$ cat config.mk
export PLATFORM = sky130hd
export DESIGN_NAME = iom2_pingpong_port
export DESIGN_NICKNAME = d
export VERILOG_FILES = /design/src/rtl/iom2_port_pkg.sv /design/src/rtl/iom2_frame_timer.sv /design/src/rtl/iom2_rx_capture.sv /design/src/rtl/iom2_tx_drive.sv /design/src/rtl/iom2_pingpong_port.sv
export SDC_FILE = /design/constraint.sdc
export NUM_CORES = 2
export LEC_CHECK = 0
export ABC_CLOCK_PERIOD_IN_PS = 4400
export BUFFER_PORTS_ARGS = -buffer_cell sky130_fd_sc_hd__buf_2
export CORE_MARGIN = 1.5
export CORE_UTILIZATION = 68
export CTS_CLUSTER_DIAMETER = 80
export DETAILED_ROUTE_END_ITERATION = 7
export GPL_TIMING_DRIVEN = 1
export MAX_ROUTING_LAYER = met4
export PLACE_DENSITY_LB_ADDON = 0.25
export SLEW_MARGIN = 5
export SYNTH_ARGS = -nofsm -noshare
export SYNTH_HDL_FRONTEND = slang
export SYNTH_SLANG_ARGS = --single-unit
$ cat constraint.sdc
create_clock -name clk -period 4.4 [get_ports clk]
set_input_delay 0.22 -clock clk [delete_from_list [all_inputs] [get_ports clk]]
set_output_delay 0.22 -clock clk [all_outputs]
set_load 0.05 [all_outputs]
$ cat src/rtl/iom2_port_pkg.sv
package iom2_port_pkg;

    localparam int MAX_SLOTS = 32;
    localparam int SLOT_W    = $clog2(MAX_SLOTS);
    localparam int BYTE_W    = 8;
    localparam int BIT_W     = $clog2(BYTE_W);
    localparam int NUM_BANKS = 2;

    typedef enum logic [1:0] {
        FMT_6   = 2'd0,
        FMT_12  = 2'd1,
        FMT_32  = 2'd2,
        FMT_32B = 2'd3
    } frame_fmt_e;

    typedef struct packed {
        logic              active;
        logic              phase;
        logic [BIT_W-1:0]  bit_idx;
        logic [SLOT_W-1:0] slot;
    } bit_pos_t;

    function automatic logic [SLOT_W-1:0] last_slot(frame_fmt_e fmt);
        case (fmt)
            FMT_6:   return SLOT_W'(5);
            FMT_12:  return SLOT_W'(11);
            default: return SLOT_W'(MAX_SLOTS - 1);
        endcase
    endfunction

endpackage

$ cat src/rtl/iom2_frame_timer.sv
module iom2_frame_timer
    import iom2_port_pkg::*;
(
    input  logic       clk,
    input  logic       rst,
    input  logic       fsc,
    input  logic       dbl_clk,
    input  frame_fmt_e fmt,
    output bit_pos_t   pos,
    output logic       ser_sel
);

    localparam logic [BIT_W-1:0] LAST_BIT = BIT_W'(BYTE_W - 1);

    logic bit_done;
    assign bit_done = !dbl_clk || pos.phase;

    always_ff @(posedge clk) begin
        if (rst) begin
            pos     <= '0;
            ser_sel <= 1'b0;
        end else if (fsc) begin
            pos.active  <= 1'b1;
            pos.phase   <= 1'b0;
            pos.bit_idx <= '0;
            pos.slot    <= '0;
            ser_sel     <= ~ser_sel;
        end else if (pos.active) begin
            if (!bit_done) begin
                pos.phase <= 1'b1;
            end else begin
                pos.phase   <= 1'b0;
                pos.bit_idx <= pos.bit_idx + 1'b1;
                if (pos.bit_idx == LAST_BIT) begin
                    pos.slot <= pos.slot + 1'b1;
                    if (pos.slot == last_slot(fmt))
                        pos.active <= 1'b0;
                end
            end
        end
    end

endmodule

$ cat src/rtl/iom2_rx_capture.sv
module iom2_rx_capture
    import iom2_port_pkg::*;
(
    input  logic              clk,
    input  logic              rst,
    input  logic              du_in,
    input  logic              dbl_clk,
    input  bit_pos_t          pos,
    input  logic              ser_sel,
    input  logic [SLOT_W-1:0] cpu_addr,
    output logic [BYTE_W-1:0] cpu_rdata
);

    localparam logic [BIT_W-1:0] LAST_BIT = BIT_W'(BYTE_W - 1);

    logic              smp_vld;
    logic              smp_bit;
    logic              smp_last;
    logic              smp_sel;
    logic [SLOT_W-1:0] smp_slot;
    logic [BYTE_W-2:0] shreg;
    logic [BYTE_W-1:0] done_byte;
    logic [NUM_BANKS-1:0][BYTE_W-1:0] rd_byte;

    // falling-edge sampler: the bit is stable here, half a cycle after launch
    always_ff @(negedge clk) begin
        if (rst) begin
            smp_vld  <= 1'b0;
            smp_bit  <= 1'b0;
            smp_last <= 1'b0;
            smp_sel  <= 1'b0;
            smp_slot <= '0;
        end else begin
            smp_vld  <= pos.active && (!dbl_clk || pos.phase);
            smp_bit  <= du_in;
            smp_last <= (pos.bit_idx == LAST_BIT);
            smp_sel  <= ser_sel;
            smp_slot <= pos.slot;
        end
    end

    assign done_byte = {shreg, smp_bit};

    always_ff @(posedge clk) begin
        if (rst)
            shreg <= '0;
        else if (smp_vld)
            shreg <= done_byte[BYTE_W-2:0];
    end

    for (genvar b = 0; b < NUM_BANKS; b++) begin : g_bank
        logic [BYTE_W-1:0] mem [MAX_SLOTS];

        always_ff @(posedge clk) begin
            if (rst) begin
                for (int i = 0; i < MAX_SLOTS; i++)
                    mem[i] <= '0;
            end else if (smp_vld && smp_last && (smp_sel == 1'(b))) begin
                mem[smp_slot] <= done_byte;
            end
        end

        assign rd_byte[b] = mem[cpu_addr];
    end

    assign cpu_rdata = rd_byte[~ser_sel];

endmodule

$ cat src/rtl/iom2_tx_drive.sv
module iom2_tx_drive
    import iom2_port_pkg::*;
(
    input  logic                 clk,
    input  logic                 rst,
    input  logic                 cpu_we,
    input  logic [SLOT_W-1:0]    cpu_addr,
    input  logic [BYTE_W-1:0]    cpu_wdata,
    input  bit_pos_t             pos,
    input  logic                 ser_sel,
    input  logic                 od_mode,
    input  logic [MAX_SLOTS-1:0] slot_en,
    output logic                 dd_out,
    output logic                 dd_oe
);

    logic [NUM_BANKS-1:0][BYTE_W-1:0] cur_byte;
    logic                             tx_bit;
    logic                             slot_drive;

    for (genvar b = 0; b < NUM_BANKS; b++) begin : g_bank
        logic [BYTE_W-1:0] mem [MAX_SLOTS];

        // the processor only ever writes the bank the serial side is not reading
        always_ff @(posedge clk) begin
            if (rst) begin
                for (int i = 0; i < MAX_SLOTS; i++)
                    mem[i] <= '0;
            end else if (cpu_we && (ser_sel != 1'(b))) begin
                mem[cpu_addr] <= cpu_wdata;
            end
        end

        assign cur_byte[b] = mem[pos.slot];
    end

    assign tx_bit     = cur_byte[ser_sel][BIT_W'(BYTE_W - 1) - pos.bit_idx];
    assign slot_drive = pos.active && slot_en[pos.slot];
    assign dd_oe      = slot_drive && (!od_mode || !tx_bit);
    assign dd_out     = od_mode ? 1'b0 : tx_bit;

endmodule

$ cat src/rtl/iom2_pingpong_port.sv
module iom2_pingpong_port
    import iom2_port_pkg::*;
(
    input  logic        clk,
    input  logic        rst,
    input  logic        fsc,
    input  logic        dbl_clk,
    input  logic [1:0]  frame_mode,
    input  logic        od_mode,
    input  logic [31:0] slot_en,
    input  logic        du_in,
    output logic        dd_out,
    output logic        dd_oe,
    input  logic [4:0]  cpu_addr,
    input  logic        cpu_we,
    input  logic [7:0]  cpu_wdata,
    output logic [7:0]  cpu_rdata,
    output logic        ser_buf
);

    bit_pos_t pos;
    logic     ser_sel;

    iom2_frame_timer u_timer (
        .clk     (clk),
        .rst     (rst),
        .fsc     (fsc),
        .dbl_clk (dbl_clk),
        .fmt     (frame_fmt_e'(frame_mode)),
        .pos     (pos),
        .ser_sel (ser_sel)
    );

    iom2_rx_capture u_rx (
        .clk       (clk),
        .rst       (rst),
        .du_in     (du_in),
        .dbl_clk   (dbl_clk),
        .pos       (pos),
        .ser_sel   (ser_sel),
        .cpu_addr  (cpu_addr),
        .cpu_rdata (cpu_rdata)
    );

    iom2_tx_drive u_tx (
        .clk       (clk),
        .rst       (rst),
        .cpu_we    (cpu_we),
        .cpu_addr  (cpu_addr),
        .cpu_wdata (cpu_wdata),
        .pos       (pos),
        .ser_sel   (ser_sel),
        .od_mode   (od_mode),
        .slot_en   (slot_en),
        .dd_out    (dd_out),
        .dd_oe     (dd_oe)
    );

    assign ser_buf = ser_sel;

endmodule

==> reports/metrics.csv <==
stage,metric,value,unit
global_route,met2 routing resource usage after global routing,55.9,%
power_and_ir_drop,pwr/cell area,405,mW/mm²
global_route,initial antenna violation count,2,
sta,final cycle utilization of the critical path,101,%
sta,final worst clock skew,0.0361,ns
die,number of ports placed on the die boundary,65,
die,total die area,0.0737,mm²
worst_setup_path,startpoint types,flop,
placed_design,instance area at placement,0.0507,mm²
finish,post-route cell area,0.0544,mm²
logic_synthesis,dominant register cell in the synthesized netlist,sky130_fd_sc_hd__edfxtp_1,
sta,Final Hold Vio Count,0,
die,Core Footprint,0.0715,mm²
logic_synthesis,synthesized instance count,3325,
worst_hold_path,Hold/Removal Path Class,in2reg,
detailed_routing,DRT Wirelength,125,mm
power_and_ir_drop,Worst VDD drop,0.000390,V
logic_synthesis,post-synthesis sequential area ratio,64.0,%
global_route,remaining global-route overflow,0,
detailed_routing,number of design rule violations left after detail routing,0,
sta,RSZ-0062 raised after global routing,no,
logic_synthesis,synthesized net count,3382,
global_route,GRT Max-Usage Layer,met2,
die,die extent in x,272,µm
worst_setup_path,worst r2r path cells,6,
global_route,met3 Track Usage GR,6.15,%
logic_synthesis,distinct cell type count after synthesis,57,
detailed_routing,number of detailed-route iterations in the first pass,7,
finish,"Net count, final",3467,
worst_hold_path,worst hold path depth,5,
job,max-cap check violation count,0,
outcome,run status,"complete, but fails checks",
placed_design,number of buffer cells added on primary ports,64,
sta,max_slew headroom,11.4,%
worst_setup_path,worst path arrival time,4.22,ns
sta,max-slew violation count,0,
detailed_routing,Antenna Nets Post-Route,0,
clock_network,maximum clock insertion buffer count,3,
logic_synthesis,Ys Warns,0,
die,y dimension of the die,272,µm
global_route,aggregate global-route resource usage,35.2,%
worst_setup_path,Crit Path Category,reg2out,
global_route,vias in the first global route,29300,
die,std cell rows,98,
die,initial cell density of the core,68.6,%
finish,Util after Layout,76.1,%
outcome,violations in the final reports,negative setup slack,
worst_setup_path,Setup crit end kind,output pin,
detailed_routing,vias per inst,6.57,
worst_setup_path,Required @ worst endpoint,4.18,ns
clock_network,Root Buffer Master,sky130_fd_sc_hd__clkbuf_16,
sta,PnR worst setup slack,-0.0392,ns
finish,share of cells above drive strength 1,23.2,%
logic_synthesis,number of flip-flops and latches in the synthesized netlist,1056,
sta,final worst hold slack,0.0305,ns
worst_setup_path,largest fanout of any net on the critical path,33,
global_route,maximum number of pins on one net before global-route repair,67,
sta,highest attainable clock frequency,225,MHz
sta,actual transition at the worst max-transition pin,1.33,ns
sta,"Min Clock Period, post-route",4.44,ns
power_and_ir_drop,leak pwr,19.3,nW
logic_synthesis,number of flops mapped to enable cells by yosys,1024,
sta,# setup viols final,1,
finish,synthesis-to-finish area growth,10.9,%
global_route,met1 Usage GRT,44.4,%
detailed_routing,routed len/inst,28.0,µm
global_route,first-pass GRT wire length,185,mm
placed_design,weighted congestion reported at the end of routability-driven placement,0.965,
detailed_routing,number of vias in the routed layout,29200,
clock_network,H-tree depth reported by CTS,3,
clock_network,clk_lat worst skew,0.69,ns
logic_synthesis,netlist area before placement,0.0490,mm²
clock_network,clock slew at the register clock pins of the worst setup and hold paths,0.06,ns
logic_synthesis,synthesized area per cell,14.7,µm²
clock_network,CTS tree,built,
placed_design,detailed placement HPWL,80.3,mm
clock_network,clock buffer count from CTS,104,
detailed_routing,drt first-iter violations,3631,
logic_synthesis,Async SR Flop Fraction,0,%
clock_network,# clock sinks,1056,
## registers in the layout, summed over array words and instances, names as in the netlist, named ones only
name and flops:
u_rx.shreg 7, u_timer.ser_sel 1, u_timer.pos 10, u_rx.smp_vld 1, u_rx.g_bank.mem 512, u_rx.smp_slot 5, u_rx.smp_sel 1, u_tx.g_bank.mem 512
u_rx.smp_bit 1, u_rx.smp_last 1
## per-layer routing
metal	part of all wire (%)	vias to the layer above	wire, µm
met2	49	1806	61000
met4	5.9	0	7350
met3	9.2	425	11400
li1	-	12400	-
met1	36	14600	45000
met5	0	-	0
## cell usage in the layout, fill, tap and decap left out, types with 9 or more instances in the layout
master,count
sky130_fd_sc_hd__o211ai_1,11
sky130_fd_sc_hd__a22oi_1,49
sky130_fd_sc_hd__mux4_2,239
sky130_fd_sc_hd__nand4_1,13
sky130_fd_sc_hd__nor2_1,184
sky130_fd_sc_hd__buf_2,61
sky130_fd_sc_hd__o21ai_0,9
sky130_fd_sc_hd__and2_1,1027
sky130_fd_sc_hd__clkinv_1,20
sky130_fd_sc_hd__nand2b_1,10
sky130_fd_sc_hd__clkbuf_16,106
sky130_fd_sc_hd__a21oi_1,29
sky130_fd_sc_hd__a211oi_1,10
sky130_fd_sc_hd__dfxtp_1,20
sky130_fd_sc_hd__clkinv_2,15
sky130_fd_sc_hd__edfxtp_1,1024
sky130_fd_sc_hd__clkinvlp_4,12
sky130_fd_sc_hd__or2_2,129
sky130_fd_sc_hd__nand3_1,36
sky130_fd_sc_hd__nor2b_1,30
sky130_fd_sc_hd__bufinv_16,16
sky130_fd_sc_hd__buf_4,142
sky130_fd_sc_hd__dfxtp_2,9
sky130_fd_sc_hd__a31oi_1,12
sky130_fd_sc_hd__nand2_1,45
sky130_fd_sc_hd__mux2i_1,42
sky130_fd_sc_hd__mux2_2,48
sky130_fd_sc_hd__clkbuf_1,19
sky130_fd_sc_hd__inv_1,11
## cell type report
type / count / area, µm²
sequential: 1056 / 31400
fill: 3986 / 17100
multi-input combinational: 2024 / 16600
clock buffer: 126 / 2740
timing repair buffer: 213 / 1550
tap: 950 / 1190
clock inverter: 79 / 852
inverter: 2 / 7.51
antenna: 2 / 5.00
## kinds of logic after synthesis
group	after synthesis	share of synthesized area [%]
simple gates	1514	18.1
mux	332	13.1
xor+xnor	6	0.107
flops	1056	64.0
buf+inv	245	2.14
fa+ha+maj	3	0.0766
compound gates	169	2.50
## final timing paths
check                                    start                        to  slack [ns]
worst max-delay path                      flop                     dd_oe       -0.04
worst min-delay path             frame_mode[0]            u_timer.pos[9]        0.03
worst max register to register    u_rx.smp_vld  u_rx.g_bank[1].mem[3][1]        0.09
worst min register to register  u_timer.pos[8]            u_timer.pos[8]        0.50
## metrics by stage
step | setup TNS, ns | setup slack, ns | power [mW] | cells
final | -0.0392 | -0.0392 | 22.0 | 4452
after global routing | 0 | 0.00119 | 22.5 | 4452
after CTS | -0.739 | -0.0402 | 22.0 | 4449
after detailed placement | 0 | 0.0607 | 12.9 | 4243
after global placement | 0 | 0.102 | 12.9 | 4243
after floorplan | 0 | 0.00614 | 12.5 | 3325
## cell usage after synthesis, types with 4 or more instances
cell | number | area share, %
sky130_fd_sc_hd__and3_1 | 5 | 0.064
sky130_fd_sc_hd__buf_6 | 6 | 0.14
sky130_fd_sc_hd__mux2i_1 | 42 | 0.86
sky130_fd_sc_hd__nand3b_1 | 5 | 0.077
sky130_fd_sc_hd__a211oi_1 | 10 | 0.15
sky130_fd_sc_hd__nand3_1 | 36 | 0.37
sky130_fd_sc_hd__or2_2 | 130 | 1.7
sky130_fd_sc_hd__o22a_1 | 6 | 0.11
sky130_fd_sc_hd__and3b_1 | 4 | 0.071
sky130_fd_sc_hd__edfxtp_1 | 1024 | 63
sky130_fd_sc_hd__xor2_1 | 4 | 0.071
sky130_fd_sc_hd__clkbuf_1 | 178 | 1.4
sky130_fd_sc_hd__a31oi_1 | 12 | 0.15
sky130_fd_sc_hd__o21ai_0 | 9 | 0.092
sky130_fd_sc_hd__a22o_1 | 5 | 0.089
sky130_fd_sc_hd__dfxtp_1 | 32 | 1.3
sky130_fd_sc_hd__nor2_1 | 185 | 1.4
sky130_fd_sc_hd__o22ai_1 | 4 | 0.051
sky130_fd_sc_hd__nand4_1 | 13 | 0.17
sky130_fd_sc_hd__nor2b_1 | 30 | 0.38
sky130_fd_sc_hd__nor3b_1 | 4 | 0.061
sky130_fd_sc_hd__a21oi_1 | 29 | 0.30
sky130_fd_sc_hd__buf_1 | 16 | 0.12
sky130_fd_sc_hd__nand2_1 | 51 | 0.39
sky130_fd_sc_hd__a32oi_1 | 4 | 0.071
sky130_fd_sc_hd__buf_2 | 30 | 0.31
sky130_fd_sc_hd__mux4_2 | 239 | 11
sky130_fd_sc_hd__and2_1 | 1027 | 13
sky130_fd_sc_hd__a221oi_1 | 7 | 0.13
sky130_fd_sc_hd__nand2b_1 | 10 | 0.13
sky130_fd_sc_hd__o211ai_1 | 11 | 0.17
sky130_fd_sc_hd__a22oi_1 | 49 | 0.75
sky130_fd_sc_hd__buf_4 | 12 | 0.18
sky130_fd_sc_hd__nor3_1 | 7 | 0.071
sky130_fd_sc_hd__mux2_2 | 48 | 1.1
## power breakdown
group	total, mW	internal, mW	switching [mW]
clock network	9.29	5.40	3.89
registers	11.6	11.4	0.154
logic	1.18	0.422	0.757
## critical path: stages (launching register included)
cell,delay [ns]
sky130_fd_sc_hd__dfxtp_2,0.94
sky130_fd_sc_hd__buf_4,0.38
sky130_fd_sc_hd__nand2b_1,0.29
sky130_fd_sc_hd__nor3_1,0.09
sky130_fd_sc_hd__a2111oi_0,0.90
sky130_fd_sc_hd__a41oi_1,0.08
sky130_fd_sc_hd__nand4_1,0.15
sky130_fd_sc_hd__o211ai_1,0.17
sky130_fd_sc_hd__a31oi_2,0.22
sky130_fd_sc_hd__buf_2,0.29
## repair_timing
item / 4_1_cts / 5_1_grt
hold buffers: 2 / 0
endpoints found under the setup margin: 45 / 582
resized for setup: 1 / 10
setup buffers: 0 / 1
endpoints found under the hold margin: 5 / 0
Power figures use the tool's default switching activity.
